==> config.mk <==
export PLATFORM = sky130hd
export DESIGN_NAME = segAddrGen
export DESIGN_NICKNAME = d
export VERILOG_FILES = /design/src/rtl/segaddr_pkg.sv /design/src/rtl/segAddrCtrl.sv /design/src/rtl/segAddrDatapath.sv /design/src/rtl/segAddrGen.sv
export SDC_FILE = /design/constraint.sdc
export NUM_CORES = 1
export LEC_CHECK = 0
export ABC_AREA = 1
export BUFFER_PORTS_ARGS = -buffer_cell sky130_fd_sc_hd__buf_2
export CORE_ASPECT_RATIO = 2
export CORE_UTILIZATION = 30
export CTS_CLUSTER_SIZE = 24
export DETAILED_ROUTE_END_ITERATION = 6
export PLACE_DENSITY = 0.52
export SLEW_MARGIN = 30
export SYNTH_ARGS = -nofsm -noshare
export SYNTH_HDL_FRONTEND = slang
export SYNTH_SLANG_ARGS = --single-unit
==> constraint.sdc <==
create_clock -name clk -period 3.3 [get_ports clk]
set_input_delay 0.165 -clock clk [delete_from_list [all_inputs] [get_ports clk]]
set_output_delay 0.165 -clock clk [all_outputs]
set_load 0.005 [all_outputs]
==> src/rtl/segaddr_pkg.sv <==
package segaddr_pkg;
  typedef enum logic [1:0] {
    SEG_EXTRA = 2'b00,
    SEG_CODE  = 2'b01,
    SEG_STACK = 2'b10,
    SEG_DATA  = 2'b11
  } segSel_e;

  typedef enum logic [1:0] {
    OFS_FETCH = 2'b00,
    OFS_STACK = 2'b01,
    OFS_SRC   = 2'b10,
    OFS_DST   = 2'b11
  } ofsKind_e;

  localparam int NUM_SEG = 4;

  typedef struct packed {
    logic [1:0]         readSel;
    logic [NUM_SEG-1:0] writeHot;
    logic               ioNarrow;
  } segStrobe_t;
endpackage

==> src/rtl/segAddrCtrl.sv <==
module segAddrCtrl
  import segaddr_pkg::*;
(
  input  logic       segLoadEn,
  input  logic [1:0] segLoadSel,
  input  logic [1:0] offsetKind,
  input  logic       ovrValid,
  input  logic [1:0] ovrSeg,
  input  logic       ioPage0,
  output segStrobe_t strobe
);
  segSel_e defaultSeg;

  // default segment from the offset's source register
  always_comb begin
    case (ofsKind_e'(offsetKind))
      OFS_FETCH: defaultSeg = SEG_CODE;
      OFS_STACK: defaultSeg = SEG_STACK;
      OFS_SRC:   defaultSeg = SEG_DATA;
      default:   defaultSeg = SEG_EXTRA;
    endcase
  end

  always_comb begin
    strobe.ioNarrow = ioPage0;
    if (ovrValid && (ofsKind_e'(offsetKind) != OFS_FETCH))
      strobe.readSel = ovrSeg;
    else
      strobe.readSel = defaultSeg;
  end

  for (genvar i = 0; i < NUM_SEG; i++) begin : g_wr
    assign strobe.writeHot[i] = segLoadEn && (segLoadSel == 2'(i));
  end
endmodule

==> src/rtl/segAddrDatapath.sv <==
module segAddrDatapath
  import segaddr_pkg::*;
#(
  parameter int SEG_W = 16,
  parameter int OFS_W = 16,
  parameter int SHIFT = 4,
  parameter int IO_W = 16,
  parameter int IO_PAGE_W = 8,
  parameter logic [SEG_W-1:0] CODE_RESET = '1,
  localparam int PHYS_W = SEG_W + SHIFT
) (
  input  logic              clk,
  input  logic              rstN,
  input  segStrobe_t        strobe,
  input  logic [SEG_W-1:0]  segLoadData,
  input  logic [OFS_W-1:0]  offset,
  input  logic [IO_W-1:0]   ioPort,
  output logic [PHYS_W-1:0] physAddr,
  output logic [IO_W-1:0]   ioAddr
);
  logic [SEG_W-1:0] segRegs [NUM_SEG];
  logic [SEG_W-1:0] segVal;

  for (genvar i = 0; i < NUM_SEG; i++) begin : g_seg
    localparam logic [SEG_W-1:0] RST_VAL =
      (i == int'(SEG_CODE)) ? CODE_RESET : '0;
    always_ff @(posedge clk or negedge rstN) begin
      if (!rstN)                  segRegs[i] <= RST_VAL;
      else if (strobe.writeHot[i]) segRegs[i] <= segLoadData;
    end
  end

  assign segVal = segRegs[strobe.readSel];

  // shift-by-SHIFT add, truncated to PHYS_W bits (wraps)
  assign physAddr = {segVal, {SHIFT{1'b0}}}
                  + {{(PHYS_W-OFS_W){1'b0}}, offset};

  assign ioAddr = strobe.ioNarrow
                ? {{(IO_W-IO_PAGE_W){1'b0}}, ioPort[IO_PAGE_W-1:0]}
                : ioPort;
endmodule

==> src/rtl/segAddrGen.sv <==
module segAddrGen
  import segaddr_pkg::*;
#(
  parameter int SEG_W = 16,
  parameter int OFS_W = 16,
  parameter int SHIFT = 4,
  parameter int IO_W = 16,
  parameter int IO_PAGE_W = 8,
  localparam int PHYS_W = SEG_W + SHIFT
) (
  input  logic              clk,
  input  logic              rstN,
  input  logic              segLoadEn,
  input  logic [1:0]        segLoadSel,
  input  logic [SEG_W-1:0]  segLoadData,
  input  logic [1:0]        offsetKind,
  input  logic [OFS_W-1:0]  offset,
  input  logic              ovrValid,
  input  logic [1:0]        ovrSeg,
  input  logic [IO_W-1:0]   ioPort,
  input  logic              ioPage0,
  output logic [PHYS_W-1:0] physAddr,
  output logic [1:0]        segUsed,
  output logic [IO_W-1:0]   ioAddr
);
  segStrobe_t strobe;

  segAddrCtrl u_ctrl (
    .segLoadEn (segLoadEn),
    .segLoadSel(segLoadSel),
    .offsetKind(offsetKind),
    .ovrValid  (ovrValid),
    .ovrSeg    (ovrSeg),
    .ioPage0   (ioPage0),
    .strobe    (strobe)
  );

  segAddrDatapath #(
    .SEG_W(SEG_W), .OFS_W(OFS_W), .SHIFT(SHIFT),
    .IO_W(IO_W), .IO_PAGE_W(IO_PAGE_W)
  ) u_dp (
    .clk        (clk),
    .rstN       (rstN),
    .strobe     (strobe),
    .segLoadData(segLoadData),
    .offset     (offset),
    .ioPort     (ioPort),
    .physAddr   (physAddr),
    .ioAddr     (ioAddr)
  );

  assign segUsed = strobe.readSel;
endmodule

==> impl_metrics.json, run 1 <==
{
  "outcome": "finished clean",
  "antenna_found_initial": 0,
  "hold_class": "primary input to flop",
  "worstPathCellList": "buf_2, inv_1, ha_1, inv_2, nand3_1, nand2_4, inv_4, o21ai_0, o22ai_1, ha_1, fa_1, nand3_1, nand2_1, nand3_1, nand4_1, nand3_2, nand3_1, nand2_1, buf_2",
  "drive_above_1_share_pct": 24.0,
  "ys_ff_latch": 64,
  "clock_latency_ps": 320,
  "path_delay_family": "simple AND/OR/NAND/NOR gates",
  "async_flop_share_pct": 100,
  "critPathSlowestCell": "fa_1",
  "core_mm2": 0.0122,
  "yosysSeqAreaShare_pct": 42.9,
  "drc": 0,
  "cts_sinks": 64,
  "die_h_um": 161,
  "gr-usage-met2_pct": 30.6,
  "cts_tree": "yes",
  "cts-buffers-inserted": 9,
  "critPathKind": "primary input to output port",
  "fmax_mhz": 330,
  "wirelength_um": 10100,
  "portBuffers": 72,
  "postRouteAntennaNets": 0,
  "gp_congestion": 0.859,
  "fillers": 1289,
  "p_per_area_mw_per_mm2": 592,
  "n_antenna_cell": 0,
  "synth_top_area_share_pct": 31.8,
  "clk_pin_slew_ps": 50,
  "grt.total_usage_pct": 16.7,
  "cp_max_fo": 17,
  "arrival_ps": 2870,
  "drtIter0Drc": 180,
  "rsz0062_at_grt": "no",
  "layout.cells.non_filler": 693,
  "synthDistinctLibCells": 28,
  "cts_root_buffer": "clkbuf_16",
  "via_per_inst": 4.85,
  "overflow": 0,
  "multi_input_area_mm2": 0.00178,
  "final_cell_area_mm2": 0.00445,
  "p_leak_uw": 0.00226,
  "place_inst": 676,
  "cp_common_cell": "nand3_1",
  "end_kind": "output port",
  "met3_usage_pct": 2.73,
  "grt_pass1_vias": 3333,
  "final_nets": 616,
  "rows": 57,
  "placed_cell_area_mm2": 0.00417,
  "yosysWarnings": 0,
  "yosys-top-cells-count": "nand2_1, o21ai_0, dfrtp_1",
  "die_w_um": 81.4,
  "syn_avg_cell_area_um2": 7.78,
  "fin_setup_tns_ps": 0,
  "syn_nets": 561,
  "synth_top_cell_by_area": "dfrtp_1",
  "dp_hpwl_um": 7690,
  "slew_headroom_pct": 55.3,
  "fin_crit_ps": 3030,
  "initial_core_util_pct": 31.0,
  "grt_use_met1_pct": 16.8,
  "htree_levels": 3,
  "required_ps": 3130,
  "synth_edf_count": 0,
  "critPathLaunchType": "primary input",
  "finalSetupViolations": 0,
  "vias": 3364,
  "skew_ps": 0,
  "crit_buf_inv": 5,
  "grt.busiest_layer": "met2",
  "die-area_mm2": 0.0131,
  "seq_area_mm2": 0.00162,
  "synthCells": 486,
  "drv_slew": 0,
  "ios": 97,
  "ys.flop_type": "dfrtp_1",
  "cts_setup_buffers": 0,
  "regMostFlops": "u_dp.segRegs",
  "finalCritPeriodShare_pct": 91.9,
  "netlist_area_mm2": 0.00378,
  "tightest_slew_ps": 671,
  "ys_top_cells_by_area": "dfrtp_1, o21ai_0, dfstp_2",
  "critical-path-max-stage-delay_ps": 460,
  "wl_per_cell_um": 14.6,
  "yosysMostFrequentCell": "nand2_1",
  "grt_max_degree": 33,
  "peakVddDrop_v": 0.000243,
  "totalPowerFinal_uw": 2640,
  "top_regs": "u_dp.segRegs: 64 flops",
  "area_growth_syn_to_layout_pct": 17.7,
  "hold_viol_final": 0,
  "maxCapViolations": 0,
  "grt_pass1_wl_um": 16100,
  "drtPass1Iterations": 4,
  "largest_reg_flops": 64,
  "clk_path_buf_depth": 2
}
==> path summary, 6_finish.rpt <==
path	from	endpoint	slack [ps]	cells past startpoint
worst max register to register	u_dp.segRegs[34]	u_dp.segRegs[34]	2560	2
min in group asynchronous	rstN	u_dp.segRegs[20]	410	2
worst min-delay path	segLoadData[13]	u_dp.segRegs[45]	120	3
max in group asynchronous	rstN	u_dp.segRegs[46]	2060	3
worst max-delay path	offsetKind[0]	physAddr[18]	270	19
worst min register to register	u_dp.segRegs[5]	u_dp.segRegs[5]	480	2
==> worst reg2reg max path: cells and delay by family (launching register included) <==
kind,cells,cell delay (ps)
AOI/OAI and AO/OA,1,80
and+or+nand+nor,1,50
DFF,1,540
==> cell usage in the layout, fill, tap and decap left out, types with 3 or more instances in the layout <==
master     instances
nand2_1          106
o21ai_0           91
buf_2             72
dfrtp_1           48
nor2_1            46
inv_1             42
nand3_1           22
dfstp_2           16
ha_1              15
o22ai_1           12
a21oi_1           10
nand2_2            9
clkbuf_16          9
xor2_1             8
buf_4              6
nand3_2            5
nand4_1            4
inv_2              3
nand2_4            3
xnor2_1            3
clkbuf_1           3
==> per-layer routing <==
| metal | part of all wire (%) | wire length [um] |
|---|---|---|
| met3 | 4.1 | 418 |
| met1 | 36 | 3630 |
| met4 | 4.3 | 431 |
| met5 | 0 | 0 |
| met2 | 56 | 5650 |
==> cells by family (layout without fill, tap and decap cells) <==
group | after synthesis | count (layout) | synth area share [%]
adder cells (fa/ha/maj) | 16 | 16 | 5.49
XOR/XNOR | 11 | 11 | 2.55
buffers and inverters | 82 | 142 | 10.3
AND/OR/NAND/NOR | 197 | 197 | 22.9
AO/OA/AOI/OAI | 116 | 116 | 15.9
flip-flops | 64 | 64 | 42.9
==> per-stage QoR <==
| step | utilization (%) | hold slack [ps] | setup slack [ps] |
|---|---|---|---|
| CTS | 36.5 | 120 | 211 |
| detailed placement | 34.2 | 253 | 219 |
| finish | 36.5 | 123 | 266 |
| global placement | 34.1 | 242 | 261 |
| global route | 36.5 | 136 | 10.7 |
| floorplan | - | -131 | 809 |
==> area by class of cell <==
type,count,share of cell area (%)
multi-input combinational,340,39.9
sequential,64,36.4
timing repair buffer,79,9.34
clock buffer,13,5.62
inverter,47,4.13
tap,147,4.13
clock inverter,3,0.394
==> power breakdown <==
| group | internal, uW | switching, uW |
|---|---|---|
| logic | 316 | 465 |
| clock network | 526 | 323 |
| registers | 934 | 71.8 |
==> timing repair <==
item / in CTS / in global routing
gates resized for setup: 0 / 1
endpoints found under the hold margin: 21 / 0
hold buffers: 1 / 0
setup endpoints to repair: 0 / 1
Power figures use the tool's default switching activity.
==> run 2, diff against run 1 <==
==> constraint.sdc (replaced) <==
create_clock -name clk -period 3.3 [get_ports clk]
set_input_delay 0.165 -clock clk [delete_from_list [all_inputs] [get_ports clk]]
set_output_delay 0.165 -clock clk [all_outputs]
set_load 0.1 [all_outputs]
==> impl_metrics.json, run 2 (synthesized netlist as in run 1, its figures left out) <==
{
  "outcome": "finished clean",
  "cts_setup_buffers": 0,
  "rsz0062_at_grt": "no",
  "p_clk_share_pct": 25.1,
  "regMostFlops": "u_dp.segRegs",
  "antenna_found_initial": 0,
  "final_cell_area_mm2": 0.00478,
  "portBuffers": 72,
  "drtPass1Iterations": 4,
  "finalCritPeriodShare_pct": 92.6,
  "rows": 57,
  "dp_hpwl_um": 7940,
  "required_ps": 3130,
  "cp_common_cell": "nand3_1",
  "ios": 97,
  "initial_core_util_pct": 31.0,
  "internal_power_uw": 2160,
  "power.switching_uw": 1680,
  "core_mm2": 0.0122,
  "cp_max_fo": 17,
  "drive_above_1_share_pct": 26.6,
  "peakVddDrop_v": 0.000413,
  "place_inst": 679,
  "htree_levels": 3,
  "postRouteAntennaNets": 0,
  "critical-path-max-stage-delay_ps": 400,
  "finalSetupViolations": 0,
  "slew_headroom_pct": 58.7,
  "end_kind": "output port",
  "top_regs": "u_dp.segRegs: 64 flops",
  "die_w_um": 81.4,
  "hold_viol_final": 0,
  "p_leak_uw": 0.00239,
  "cts_sinks": 64,
  "grt_pass1_wl_um": 16800,
  "wirelength_um": 10600,
  "fmax_mhz": 327,
  "p_per_area_mw_per_mm2": 804,
  "mostFrequentLayoutCells": "nand2_1, o21ai_0, buf_2",
  "clk_pin_slew_ps": 50,
  "grt_max_degree": 41,
  "utilization_pct": 39.2,
  "power_frac_seq_pct": 26.3,
  "drv_slew": 0,
  "gp_congestion": 0.867,
  "final_nets": 619,
  "critPathKind": "primary input to output port",
  "n_antenna_cell": 0,
  "drc": 0,
  "arrival_ps": 2890,
  "tightest_slew_ps": 618,
  "critPathLaunchType": "primary input",
  "die-area_mm2": 0.0131,
  "cts_tree": "yes",
  "fin_crit_ps": 3060,
  "drtIter0Drc": 182,
  "cts_root_buffer": "clkbuf_16",
  "cts-buffers-inserted": 9,
  "grt.total_usage_pct": 17.5,
  "skew_ps": 0,
  "placed_cell_area_mm2": 0.00445,
  "p_comb_share_pct": 48.6,
  "largest_reg_flops": 64,
  "critPathSlowestCell": "fa_1",
  "grt_pass1_vias": 3503,
  "vias": 3374,
  "overflow": 0,
  "wl_per_cell_um": 15.2,
  "fin_setup_tns_ps": 0,
  "worstPathCellList": "buf_2, inv_1, ha_1, inv_2, nand3_1, nand2_4, inv_6, o21ai_0, o22ai_1, ha_1, fa_1, nand3_1, nand2_1, nand3_1, nand4_1, nand3_2, nand3_1, nand2_1, buf_12",
  "hold_class": "primary input to flop",
  "area_growth_syn_to_layout_pct": 26.4,
  "layout.cells.non_filler": 696,
  "maxCapViolations": 0,
  "clk_path_buf_depth": 2,
  "via_per_inst": 4.85,
  "die_h_um": 161,
  "swShare_pct": 43.7,
  "layout_commonest_cell": "nand2_1",
  "clock_latency_ps": 320
}
run 2: changes by cell type in the layout (fill, tap and decap cells not counted), sizes merged:
cell	change
bufinv	+1
buf	+3
clkinvlp	-1
run 2: cell type report:
class | instances | area [um2]
Timing Repair Buffer | 82 | 631
Tap cell | 147 | 184
Inverter | 47 | 184
Clock buffer | 13 | 270
Multi-Input combinational cell | 340 | 1850
Fill cell | 1259 | 7420
Clock inverter | 3 | 40.0
Sequential cell | 64 | 1620
run 2: what timing repair did:
| action | CTS | global route |
|---|---|---|
| hold buffers | 1 | 0 |
| hold endpoints to repair | 18 | 0 |
| resized for setup | 0 | 2 |
| setup endpoints to repair | 0 | 4 |
run 2: path summary, 6_finish.rpt:
path                             startpoint                to  slack, ps  cells after the start
max reg2reg                u_dp.segRegs[40]  u_dp.segRegs[40]       2510                      2
min                          segLoadData[4]  u_dp.segRegs[36]        130                      3
min in group asynchronous              rstN  u_dp.segRegs[16]        370                      2
max                           offsetKind[0]      physAddr[18]        240                     19
max in group asynchronous              rstN  u_dp.segRegs[44]       1970                      3
min reg2reg                 u_dp.segRegs[5]   u_dp.segRegs[5]        480                      2
run 2: routing by layer:
layer	wire, um	GRT usage [%]	share of wire (%)
met1	3810	16.7	36
met3	475	2.67	4.5
met2	5790	32.6	55
met5	0	0	0
met4	527	11.8	5.0
run 2: per-stage QoR:
stage	power (uW)	setup WS, ps	hold slack (ps)
CTS	3880	125	115
detailed placement	2900	129	194
floorplan	2370	-222	-131
finish	3840	244	130
global placement	2880	160	188
global route	4020	15.4	137
run 2: power groups by stage:
stage	logic (uW)	registers, uW	clock network, uW
after global routing	1980	1020	1010
after CTS	1880	1010	986
after global placement	1870	1010	0
final	1870	1010	963
after detailed placement	1880	1020	0
after floorplan	1380	992	0
run 2: critical path: cells and delay by family:
kind            cells  cell delay [ps]
fa+ha+maj           3              840
compound gates      2              200
simple gates        9             1160
buf+inv             5              510
==> run 3, diff against run 2 <==
--- a/config.mk
+++ b/config.mk
@@ -7,10 +7,10 @@
 export LEC_CHECK = 0
 export ABC_AREA = 1
 export BUFFER_PORTS_ARGS = -buffer_cell sky130_fd_sc_hd__buf_2
-export CORE_ASPECT_RATIO = 2
 export CORE_UTILIZATION = 30
 export CTS_CLUSTER_SIZE = 24
 export DETAILED_ROUTE_END_ITERATION = 6
+export GPL_ROUTABILITY_DRIVEN = 1
 export PLACE_DENSITY = 0.52
 export SLEW_MARGIN = 30
 export SYNTH_ARGS = -nofsm -noshare
==> constraint.sdc (replaced) <==
create_clock -name clk -period 3.3 [get_ports clk]
set_input_delay 0.165 -clock clk [delete_from_list [all_inputs] [get_ports clk]]
set_output_delay 0.165 -clock clk [all_outputs]
set_load 0.005 [all_outputs]
==> impl_metrics.json, run 3 (synthesized netlist as in run 1, its figures left out) <==
{
  "internal_power_uw": 1830,
  "p_leak_uw": 0.00227,
  "area_growth_syn_to_layout_pct": 18.8,
  "p_clk_share_pct": 33.5,
  "finalCritPeriodShare_pct": 91.5,
  "required_ps": 3130,
  "p_per_area_mw_per_mm2": 599,
  "outcome": "finished clean",
  "rows": 40,
  "regMostFlops": "u_dp.segRegs",
  "crit_buf_inv": 5,
  "grt.total_usage_pct": 16.2,
  "cts_root_buffer": "clkbuf_16",
  "grt_pass1_wl_um": 16300,
  "critPathLaunchType": "primary input",
  "drive_above_1_share_pct": 23.9,
  "wirelength_um": 9940,
  "rsz0062_at_grt": "no",
  "fmax_mhz": 331,
  "htree_levels": 3,
  "ios": 97,
  "final_cell_area_mm2": 0.00449,
  "wl_per_cell_um": 13.9,
  "fin_setup_tns_ps": 0,
  "cts_sinks": 64,
  "swShare_pct": 32.0,
  "maxCapViolations": 0,
  "critPathKind": "primary input to output port",
  "power.switching_uw": 861,
  "core_mm2": 0.0122,
  "cts_tree": "yes",
  "drv_slew": 0,
  "multi_input_area_mm2": 0.00178,
  "arrival_ps": 2860,
  "top_regs": "u_dp.segRegs: 64 flops",
  "initial_core_util_pct": 31.1,
  "drtPass1Iterations": 5,
  "hold_class": "primary input to flop",
  "cts-buffers-inserted": 9,
  "gp_congestion": 0.831,
  "clk_path_buf_depth": 2,
  "portBuffers": 72,
  "die_w_um": 114,
  "dp_hpwl_um": 7290,
  "overflow": 0,
  "final_nets": 615,
  "p_comb_share_pct": 29.0,
  "worstPathCellList": "buf_2, inv_1, ha_1, inv_2, nand2_1, nand2_2, nand2_4, inv_4, o21ai_0, o22ai_1, ha_1, fa_1, nand3_1, nand2_1, nand3_1, nand4_1, nand3_2, nand3_1, nand2_1, buf_2",
  "die_h_um": 114,
  "fillers": 1271,
  "die-area_mm2": 0.0131,
  "seq_area_mm2": 0.00162,
  "tightest_slew_ps": 681,
  "finalSetupViolations": 0,
  "placed_cell_area_mm2": 0.00420,
  "end_kind": "output port",
  "mostFrequentLayoutCells": "nand2_1, o21ai_0, buf_2",
  "vias": 3355,
  "slew_headroom_pct": 54.6,
  "skew_ps": 0,
  "fin_crit_ps": 3020,
  "critPathSlowestCell": "ha_1",
  "drc": 0,
  "peakVddDrop_v": 0.000283,
  "clk_pin_slew_ps": 50,
  "grt_pass1_vias": 3268,
  "critical-path-max-stage-delay_ps": 310,
  "largest_reg_flops": 64,
  "via_per_inst": 4.71,
  "layout_commonest_cell": "nand2_1",
  "antenna_found_initial": 0,
  "postRouteAntennaNets": 0,
  "n_antenna_cell": 0,
  "clock_latency_ps": 330,
  "hold_viol_final": 0,
  "power_frac_seq_pct": 37.5,
  "path_delay_family": "simple AND/OR/NAND/NOR gates",
  "cts_setup_buffers": 0,
  "cp_max_fo": 17,
  "grt_max_degree": 35,
  "drtIter0Drc": 275
}
## run 3: metal layers
| metal | track usage (%) | wire [um] | share of wire (%) |
|---|---|---|---|
| met1 | 23.1 | 5000 | 50 |
| met2 | 23.7 | 4130 | 42 |
| met3 | 2.59 | 601 | 6.0 |
| met4 | 7.97 | 212 | 2.1 |
| met5 | 0 | 0 | 0 |
## run 3: timing repair
| item | CTS | global route |
|---|---|---|
| gates resized for setup | 0 | 0 |
| hold endpoints to repair | 23 | 0 |
| hold buffers | 1 | 0 |
## run 3: per-stage QoR
step / std cells / hold WS (ps) / total power (uW) / utilization, % / setup WS (ps)
after floorplan: 486 / -131 / 1520 / - / 809
after global placement: 696 / 235 / 1810 / 34.5 / 231
after detailed placement: 696 / 249 / 1810 / 34.5 / 269
after CTS: 713 / 112 / 2720 / 36.9 / 258
after global routing: 713 / 122 / 2890 / 36.9 / 22.0
final: 713 / 120 / 2690 / 36.9 / 280
## run 3: final cells by class
cell class                      count  area share (%)
Sequential cell                    64            36.1
Multi-Input combinational cell    340            39.6
Tap cell                          168            4.68
Clock buffer                       12            5.26
Clock inverter                      4            1.00
Inverter                           47            4.04
Timing Repair Buffer               78            9.36
## run 3: path summary, 6_finish.rpt
path                                   from               end  slack [ps]  depth (start not counted)
max                           offsetKind[0]      physAddr[18]         280                         20
min                         segLoadData[13]  u_dp.segRegs[45]         120                          3
max reg2reg                u_dp.segRegs[43]  u_dp.segRegs[43]        2540                          2
min reg2reg                u_dp.segRegs[10]  u_dp.segRegs[10]         480                          2
max in group asynchronous              rstN  u_dp.segRegs[39]        1940                          3
min in group asynchronous              rstN  u_dp.segRegs[15]         420                          2
## run 3: power groups by stage
stage	Sequential, uW	Clock, uW	Combinational (uW)
2_1_floorplan	992	0	532
3_3_place_gp	1020	0	786
3_5_place_dp	1020	0	788
4_1_cts	1010	925	792
5_1_grt	1020	968	896
6_report	1010	901	781
## run 3: worst reg2reg max path: cells and delay by family, from the launching register on
family           cells  cell delay (ps)
flip-flops           1              540
AO/OA/AOI/OAI        1               90
AND/OR/NAND/NOR      1               50
